===== config.mk =====
export PLATFORM = sky130hd
export DESIGN_NAME = hp_hotplug_ctrl
export DESIGN_NICKNAME = d
export VERILOG_FILES = /design/src/rtl/hp_pkg.sv /design/src/rtl/hp_gpe_regs.sv /design/src/rtl/hp_slot_maps.sv /design/src/rtl/hp_eject_fsm.sv /design/src/rtl/hp_hotplug_ctrl.sv
export SDC_FILE = /design/constraint.sdc
export NUM_CORES = 1
export LEC_CHECK = 0
export ABC_CLOCK_PERIOD_IN_PS = 7200
export BUFFER_PORTS_ARGS = -buffer_cell sky130_fd_sc_hd__clkbuf_2
export CORE_MARGIN = 1
export CORE_UTILIZATION = 62
export CTS_CLUSTER_DIAMETER = 60
export DETAILED_ROUTE_END_ITERATION = 8
export GPL_TIMING_DRIVEN = 0
export PLACE_DENSITY = 0.81
export SLEW_MARGIN = 20
export SYNTH_ARGS = -nofsm -noshare
export SYNTH_HDL_FRONTEND = slang
export SYNTH_HIERARCHICAL = 1
export SYNTH_SLANG_ARGS = --single-unit

===== constraint.sdc =====
create_clock -name clk -period 7.2 [get_ports clk]
set_input_delay 1.08 -clock clk [delete_from_list [all_inputs] [get_ports clk]]
set_output_delay 1.08 -clock clk [all_outputs]
set_load 0.03 [all_outputs]

===== src/rtl/hp_pkg.sv =====
package hp_pkg;
    localparam int OFS_UP   = 'h10;
    localparam int OFS_DOWN = 'h14;
    localparam int OFS_EJ   = 'h18;
    localparam int OFS_RMV  = 'h1C;
    localparam int HP_STS_BIT = 1;

    typedef enum logic [1:0] {
        EJ_IDLE = 2'd0,
        EJ_PICK = 2'd1,
        EJ_FIRE = 2'd2
    } ej_state_t;
endpackage


===== src/rtl/hp_gpe_regs.sv =====
module hp_gpe_regs #(
    parameter int GPE_LEN = 4
) (
    input  logic                         clk,
    input  logic                         rst_n,
    input  logic                         wr,
    input  logic [$clog2(GPE_LEN)-1:0]   idx,
    input  logic [7:0]                   wbyte,
    input  logic                         hw_set,
    output logic [7:0]                   rbyte,
    output logic                         hp_sts,
    output logic                         req
);
    import hp_pkg::*;
    localparam int HALF  = GPE_LEN / 2;
    localparam int IDX_W = $clog2(GPE_LEN);

    logic [7:0] sts_q [HALF];
    logic [7:0] en_q  [HALF];
    logic [7:0] sts_d [HALF];
    logic [7:0] en_d  [HALF];
    logic [7:0] rd_sts [HALF];
    logic [7:0] rd_en  [HALF];

    genvar b;
    generate
        for (b = 0; b < HALF; b++) begin : g_byte
            logic hit_s;
            logic hit_e;
            logic [7:0] set_mask;
            assign hit_s    = wr && (idx == IDX_W'(b));
            assign hit_e    = wr && (idx == IDX_W'(b + HALF));
            assign set_mask = ((b == HP_STS_BIT / 8) && hw_set) ? 8'(1 << (HP_STS_BIT % 8)) : 8'h00;
            assign sts_d[b] = (hit_s ? (sts_q[b] & ~wbyte) : sts_q[b]) | set_mask;
            assign en_d[b]  = hit_e ? wbyte : en_q[b];
            assign rd_sts[b] = (idx == IDX_W'(b)) ? sts_q[b] : 8'h00;
            assign rd_en[b]  = (idx == IDX_W'(b + HALF)) ? en_q[b] : 8'h00;
        end
    endgenerate

    always_ff @(posedge clk) begin
        if (!rst_n) begin
            for (int i = 0; i < HALF; i++) begin
                sts_q[i] <= 8'h00;
                en_q[i]  <= 8'h00;
            end
        end else begin
            sts_q <= sts_d;
            en_q  <= en_d;
        end
    end

    always_comb begin
        rbyte = 8'h00;
        for (int i = 0; i < HALF; i++) begin
            rbyte = rbyte | rd_sts[i] | rd_en[i];
        end
    end

    assign hp_sts = sts_q[HP_STS_BIT / 8][HP_STS_BIT % 8];
    assign req    = hp_sts & en_q[HP_STS_BIT / 8][HP_STS_BIT % 8];
endmodule


===== src/rtl/hp_slot_maps.sv =====
module hp_slot_maps #(
    parameter int SLOTS = 32
) (
    input  logic                       clk,
    input  logic                       rst_n,
    input  logic                       wr_up,
    input  logic                       wr_down,
    input  logic [SLOTS-1:0]           wdata,
    input  logic                       plug,
    input  logic                       unplug,
    input  logic [$clog2(SLOTS)-1:0]   slot,
    output logic [SLOTS-1:0]           up_q,
    output logic [SLOTS-1:0]           down_q
);
    logic [SLOTS-1:0] onehot;
    logic             any_ev;

    assign onehot = SLOTS'(1) << slot;
    assign any_ev = plug | unplug;

    always_ff @(posedge clk) begin
        if (!rst_n) begin
            up_q   <= '0;
            down_q <= '0;
        end else if (any_ev) begin
            up_q   <= plug   ? onehot : '0;
            down_q <= unplug ? onehot : '0;
        end else begin
            if (wr_up)   up_q   <= wdata;
            if (wr_down) down_q <= wdata;
        end
    end
endmodule


===== src/rtl/hp_eject_fsm.sv =====
module hp_eject_fsm #(
    parameter int SLOTS = 32
) (
    input  logic                       clk,
    input  logic                       rst_n,
    input  logic                       wr_ej,
    input  logic [SLOTS-1:0]           wdata,
    input  logic [SLOTS-1:0]           cap_mask,
    output logic                       stb,
    output logic [$clog2(SLOTS)-1:0]   slot
);
    import hp_pkg::*;
    localparam int SLOT_W = $clog2(SLOTS);

    ej_state_t         state_q;
    ej_state_t         state_d;
    logic [SLOTS-1:0]  val_q;
    logic [SLOT_W-1:0] slot_q;
    logic [SLOT_W-1:0] low_idx;

    function automatic logic [SLOT_W-1:0] lowest_set(input logic [SLOTS-1:0] v);
        logic [SLOT_W-1:0] r;
        r = '0;
        for (int i = SLOTS - 1; i >= 0; i--) begin
            if (v[i]) r = SLOT_W'(i);
        end
        return r;
    endfunction

    assign low_idx = lowest_set(val_q);

    always_comb begin
        state_d = state_q;
        unique case (state_q)
            EJ_IDLE: if (wr_ej && (wdata != '0)) state_d = EJ_PICK;
            EJ_PICK: state_d = cap_mask[low_idx] ? EJ_FIRE : EJ_IDLE;
            EJ_FIRE: state_d = EJ_IDLE;
            default: state_d = EJ_IDLE;
        endcase
    end

    always_ff @(posedge clk) begin
        if (!rst_n) state_q <= EJ_IDLE;
        else        state_q <= state_d;
    end

    always_ff @(posedge clk) begin
        if (!rst_n) begin
            val_q  <= '0;
            slot_q <= '0;
        end else begin
            if (state_q == EJ_IDLE && wr_ej) val_q <= wdata;
            if (state_q == EJ_PICK)          slot_q <= low_idx;
        end
    end

    always_comb begin
        stb  = 1'b0;
        slot = slot_q;
        unique case (state_q)
            EJ_IDLE: stb = 1'b0;
            EJ_PICK: stb = 1'b0;
            EJ_FIRE: stb = 1'b1;
            default: stb = 1'b0;
        endcase
    end
endmodule


===== src/rtl/hp_hotplug_ctrl.sv =====
module hp_hotplug_ctrl #(
    parameter int SLOTS   = 32,
    parameter int ADDR_W  = 5,
    parameter int GPE_LEN = 4
) (
    input  logic                       clk,
    input  logic                       rst_n,
    input  logic                       reg_wr,
    input  logic [ADDR_W-1:0]          reg_addr,
    input  logic [SLOTS-1:0]           reg_wdata,
    output logic [SLOTS-1:0]           reg_rdata,
    input  logic                       ev_plug,
    input  logic                       ev_unplug,
    input  logic                       ev_cold,
    input  logic [$clog2(SLOTS)-1:0]   ev_slot,
    input  logic [SLOTS-1:0]           slot_cap,
    output logic                       gpe_req,
    output logic                       eject_stb,
    output logic [$clog2(SLOTS)-1:0]   eject_slot
);
    import hp_pkg::*;
    localparam int IDX_W = $clog2(GPE_LEN);

    logic             in_gpe;
    logic             sel_up, sel_down, sel_ej, sel_rmv;
    logic             plug_eff, unplug_eff;
    logic [7:0]       gpe_rbyte;
    logic             gpe_hp_sts;
    logic [SLOTS-1:0] up_q, down_q, rmv_q;

    assign in_gpe   = (reg_addr < ADDR_W'(GPE_LEN));
    assign sel_up   = (reg_addr == ADDR_W'(OFS_UP));
    assign sel_down = (reg_addr == ADDR_W'(OFS_DOWN));
    assign sel_ej   = (reg_addr == ADDR_W'(OFS_EJ));
    assign sel_rmv  = (reg_addr == ADDR_W'(OFS_RMV));

    assign plug_eff   = ev_plug & ~ev_cold;
    assign unplug_eff = ev_unplug & ~plug_eff;

    always_ff @(posedge clk) begin
        if (!rst_n) rmv_q <= slot_cap;
    end

    hp_gpe_regs #(.GPE_LEN(GPE_LEN)) u_gpe (
        .clk    (clk),
        .rst_n  (rst_n),
        .wr     (reg_wr && in_gpe),
        .idx    (reg_addr[IDX_W-1:0]),
        .wbyte  (reg_wdata[7:0]),
        .hw_set (plug_eff | unplug_eff),
        .rbyte  (gpe_rbyte),
        .hp_sts (gpe_hp_sts),
        .req    (gpe_req)
    );

    hp_slot_maps #(.SLOTS(SLOTS)) u_maps (
        .clk     (clk),
        .rst_n   (rst_n),
        .wr_up   (reg_wr && sel_up),
        .wr_down (reg_wr && sel_down),
        .wdata   (reg_wdata),
        .plug    (plug_eff),
        .unplug  (unplug_eff),
        .slot    (ev_slot),
        .up_q    (up_q),
        .down_q  (down_q)
    );

    hp_eject_fsm #(.SLOTS(SLOTS)) u_ej (
        .clk      (clk),
        .rst_n    (rst_n),
        .wr_ej    (reg_wr && sel_ej),
        .wdata    (reg_wdata),
        .cap_mask (rmv_q),
        .stb      (eject_stb),
        .slot     (eject_slot)
    );

    always_comb begin
        reg_rdata = '0;
        if (in_gpe)        reg_rdata = SLOTS'(gpe_rbyte);
        else if (sel_up)   reg_rdata = up_q;
        else if (sel_down) reg_rdata = down_q;
        else if (sel_rmv)  reg_rdata = rmv_q;
    end
endmodule


==> results.cfg <==
[clock_tree]
cts_resized = 0
cts_buffers = 17
cts_hold_buf = 0
cts_tree = done
cts_buffer_depth = 2
cts_setup_buffers = 0
htreeDepth = 4
clock-sinks = 167
clk_pin_slew_ns = 0.06
clk_latency_ns = 0.43
cts_root_buf = clkbuf_16

[die]
ios = 119
core-area_mm2 = 0.0134
die_w_um = 120
die_area_mm2 = 0.0144
fp.dieH_um = 120
start_util_pct = 64.5
fp-row-count = 42

[min_path]
hold_depth = 2
hold_path_class = reg2reg

[sta]
setup_viol = 0
period_share_pct = 56.2
hold_violations = 0
fin_worst_skew_ns = 0.00682
final.setup.tns_ns = 0
finalWorstPathRequiredPeriod_ns = 4.05
maxSlewHeadroom_pct = 35.1
worstMarginPinSlew_ns = 0.966
slew_viol_final = 0
setup_slack_ns = 3.15
clock.fmax_mhz = 247
rsz0062_at_grt = false
timing.hold.ws_ns = 0.430

[synth]
synth_edf_count = 32
synth-seq-cells = 167
synth_top_area_share_pct = 31.3
synth_area_mm2 = 0.00865
synth_ff_type = dfxtp_1
synth_warnings = 6
synthTopCellsByArea = dfxtp_1, edfxtp_1, o311a_1
ys_seq_area_share_pct = 42.4
syn_nets = 1020
synth.distinct_cells = 67
synthArstFlopShare_pct = 0
synthCells = 940
yosysTopAreaCell = dfxtp_1
syn_avg_cell_area_um2 = 9.20

[power]
power_leakage_nw = 3.92
vdd_ir_drop_max_mv = 0.189
p_per_area_mw_per_mm2 = 224

[setup_path]
cp_common_cell = clkbuf_1
cp.arrival_ns = 2.97
cp.depth = 7
crit_slowest_cell = a211oi_1
crit_type = in2out
setup.worst_path.start_class = primary input
crit_family = buffers and inverters
end_kind = primary output
path_buf_inv = 4
required_ns = 6.12
cp_cell_sequence = clkbuf_1 > nor2b_1 > clkbuf_1 > buf_2 > a221oi_1 > a211oi_1 > clkbuf_2
worstPathMaxFanout = 10
r2r_cells = 9
critPathMaxStageDelay_ns = 0.47

[cells_and_area]
drive_gt1_share_pct = 16.9
area_delta_synth_final_pct = 16.1
design_area_mm2 = 0.0100
diodes = 0
fin_util_pct = 74.9
fin_nets = 1155

[route]
dr.pass1.iters = 5
drtAntennaViolNets = 0
wl_per_cell_um = 22.3
drc = 0
drtIter0Drc = 1156
vias = 8493
via_per_inst = 6.72
routed_wl_um = 28200

[grt]
track_usage_pct = 39.8
grt_start_max_net_pins = 33
grt_overflow = 0
grt_pass1_wl_um = 43100
first_global_vias = 7608
antenna_found_initial = 0

[placement]
gp_congestion = 0.966
placed_cell_area_mm2 = 0.00945
place_ws_ns = 3.24
dp_hpwl_um = 20800
io_buffers = 116

[run]
cap_violations = 0

[status]
status = finished, final reports clean
[cells by family after synthesis]
logic type | count (synthesis) | synth area share (%)
compound gates | 290 | 26.4
buf+inv | 102 | 4.77
flops | 167 | 42.4
mux | 34 | 5.16
simple gates | 347 | 21.3
[metal layers]
layer,vias to the layer above,wire [um],track usage [%]
li1,3853,-,-
met1,4031,11700,56.0
met2,547,12600,58.9
met3,62,3100,9.51
met4,0,762,15.2
met5,-,0,0
[cell usage in the layout (no fill, tap or decap), types with 17 or more instances in the layout]
cell	n
mux2i_1	21
a21boi_0	33
o311a_1	64
a211oi_1	25
a221oi_1	24
clkbuf_2	116
a21oi_1	32
o22ai_1	65
nor2b_1	80
dfxtp_1	135
edfxtp_1	32
nand2_1	153
clkbuf_16	17
clkbuf_1	74
[through the flow]
step | std cells | total power [mW]
3_5_place_dp | 1232 | 1.33
4_1_cts | 1264 | 2.24
2_1_floorplan | 940 | 1.21
3_3_place_gp | 1232 | 1.32
6_report | 1264 | 2.25
5_1_grt | 1264 | 2.31
[worst paths after layout]
kind	start	endpoint	slack, ns
setup / recovery	reg_addr[2]	reg_rdata[9]	3.15
hold / removal	u_gpe/sts_q[6]	u_gpe/sts_q[6]	0.43
setup reg to reg	u_ej/val_q[9]	u_ej/state_q[1]	4.09
hold reg to reg	u_gpe/sts_q[6]	u_gpe/sts_q[6]	0.43
[report_power, final]
part           total, mW  switching (mW)  internal, mW
logic              0.297           0.192         0.104
registers           1.03          0.0297         0.996
clock network      0.925           0.406         0.519
total               2.25           0.628          1.62
[worst reg2reg max path, cell delays in order (launching register included)]
cell,delay (ns)
dfxtp_1,0.36
or4_1,0.64
a31oi_4,0.20
o31ai_2,0.14
a2111oi_4,0.60
nand3_1,0.20
a221o_1,0.36
o211ai_2,0.11
o32ai_1,0.11
a211o_1,0.29
[layout make-up]
| cell class | count | area (um^2) |
|---|---|---|
| buffer | 92 | 375 |
| clock buffer | 17 | 425 |
| clock inverter | 15 | 166 |
| fill | 1022 | 3360 |
| inverter | 10 | 37.5 |
| multi-input combinational | 671 | 4570 |
| sequential | 167 | 3660 |
| tap | 176 | 220 |
| timing repair buffer | 116 | 581 |
[cells in the mapped netlist, drive strengths merged (2+ instances only)]
cell type / number
a211oi: 25
nor4: 16
mux4: 8
nand4: 15
or2: 3
nand2: 153
o21ai: 7
nor3: 8
a211o: 2
or4b: 4
or4: 4
o311a: 64
edfxtp: 32
dfxtp: 135
a22o: 4
mux2i: 21
o2111a: 8
a21oi: 32
a221oi: 24
a31oi: 4
and3b: 2
nand3: 6
a21boi: 33
nand4bb: 6
nor2: 16
nand4b: 4
o31ai: 6
or3: 11
o311ai: 2
a2111oi: 2
buf: 18
nor3b: 2
nor2b: 80
and2: 6
inv: 10
o32ai: 2
mux2: 5
nand2b: 7
o22ai: 65
clkbuf: 74
[flip-flops by register name, summed over array words and instances (netlist names)]
signal	cells
u_ej/slot	5
u_gpe/en_q	16
rmv_q	32
u_gpe/hp_sts	1
u_maps/down_q	32
u_ej/state_q	2
u_gpe/sts_q	15
u_maps/up_q	32
u_ej/val_q	32
Power figures use the tool's default switching activity.
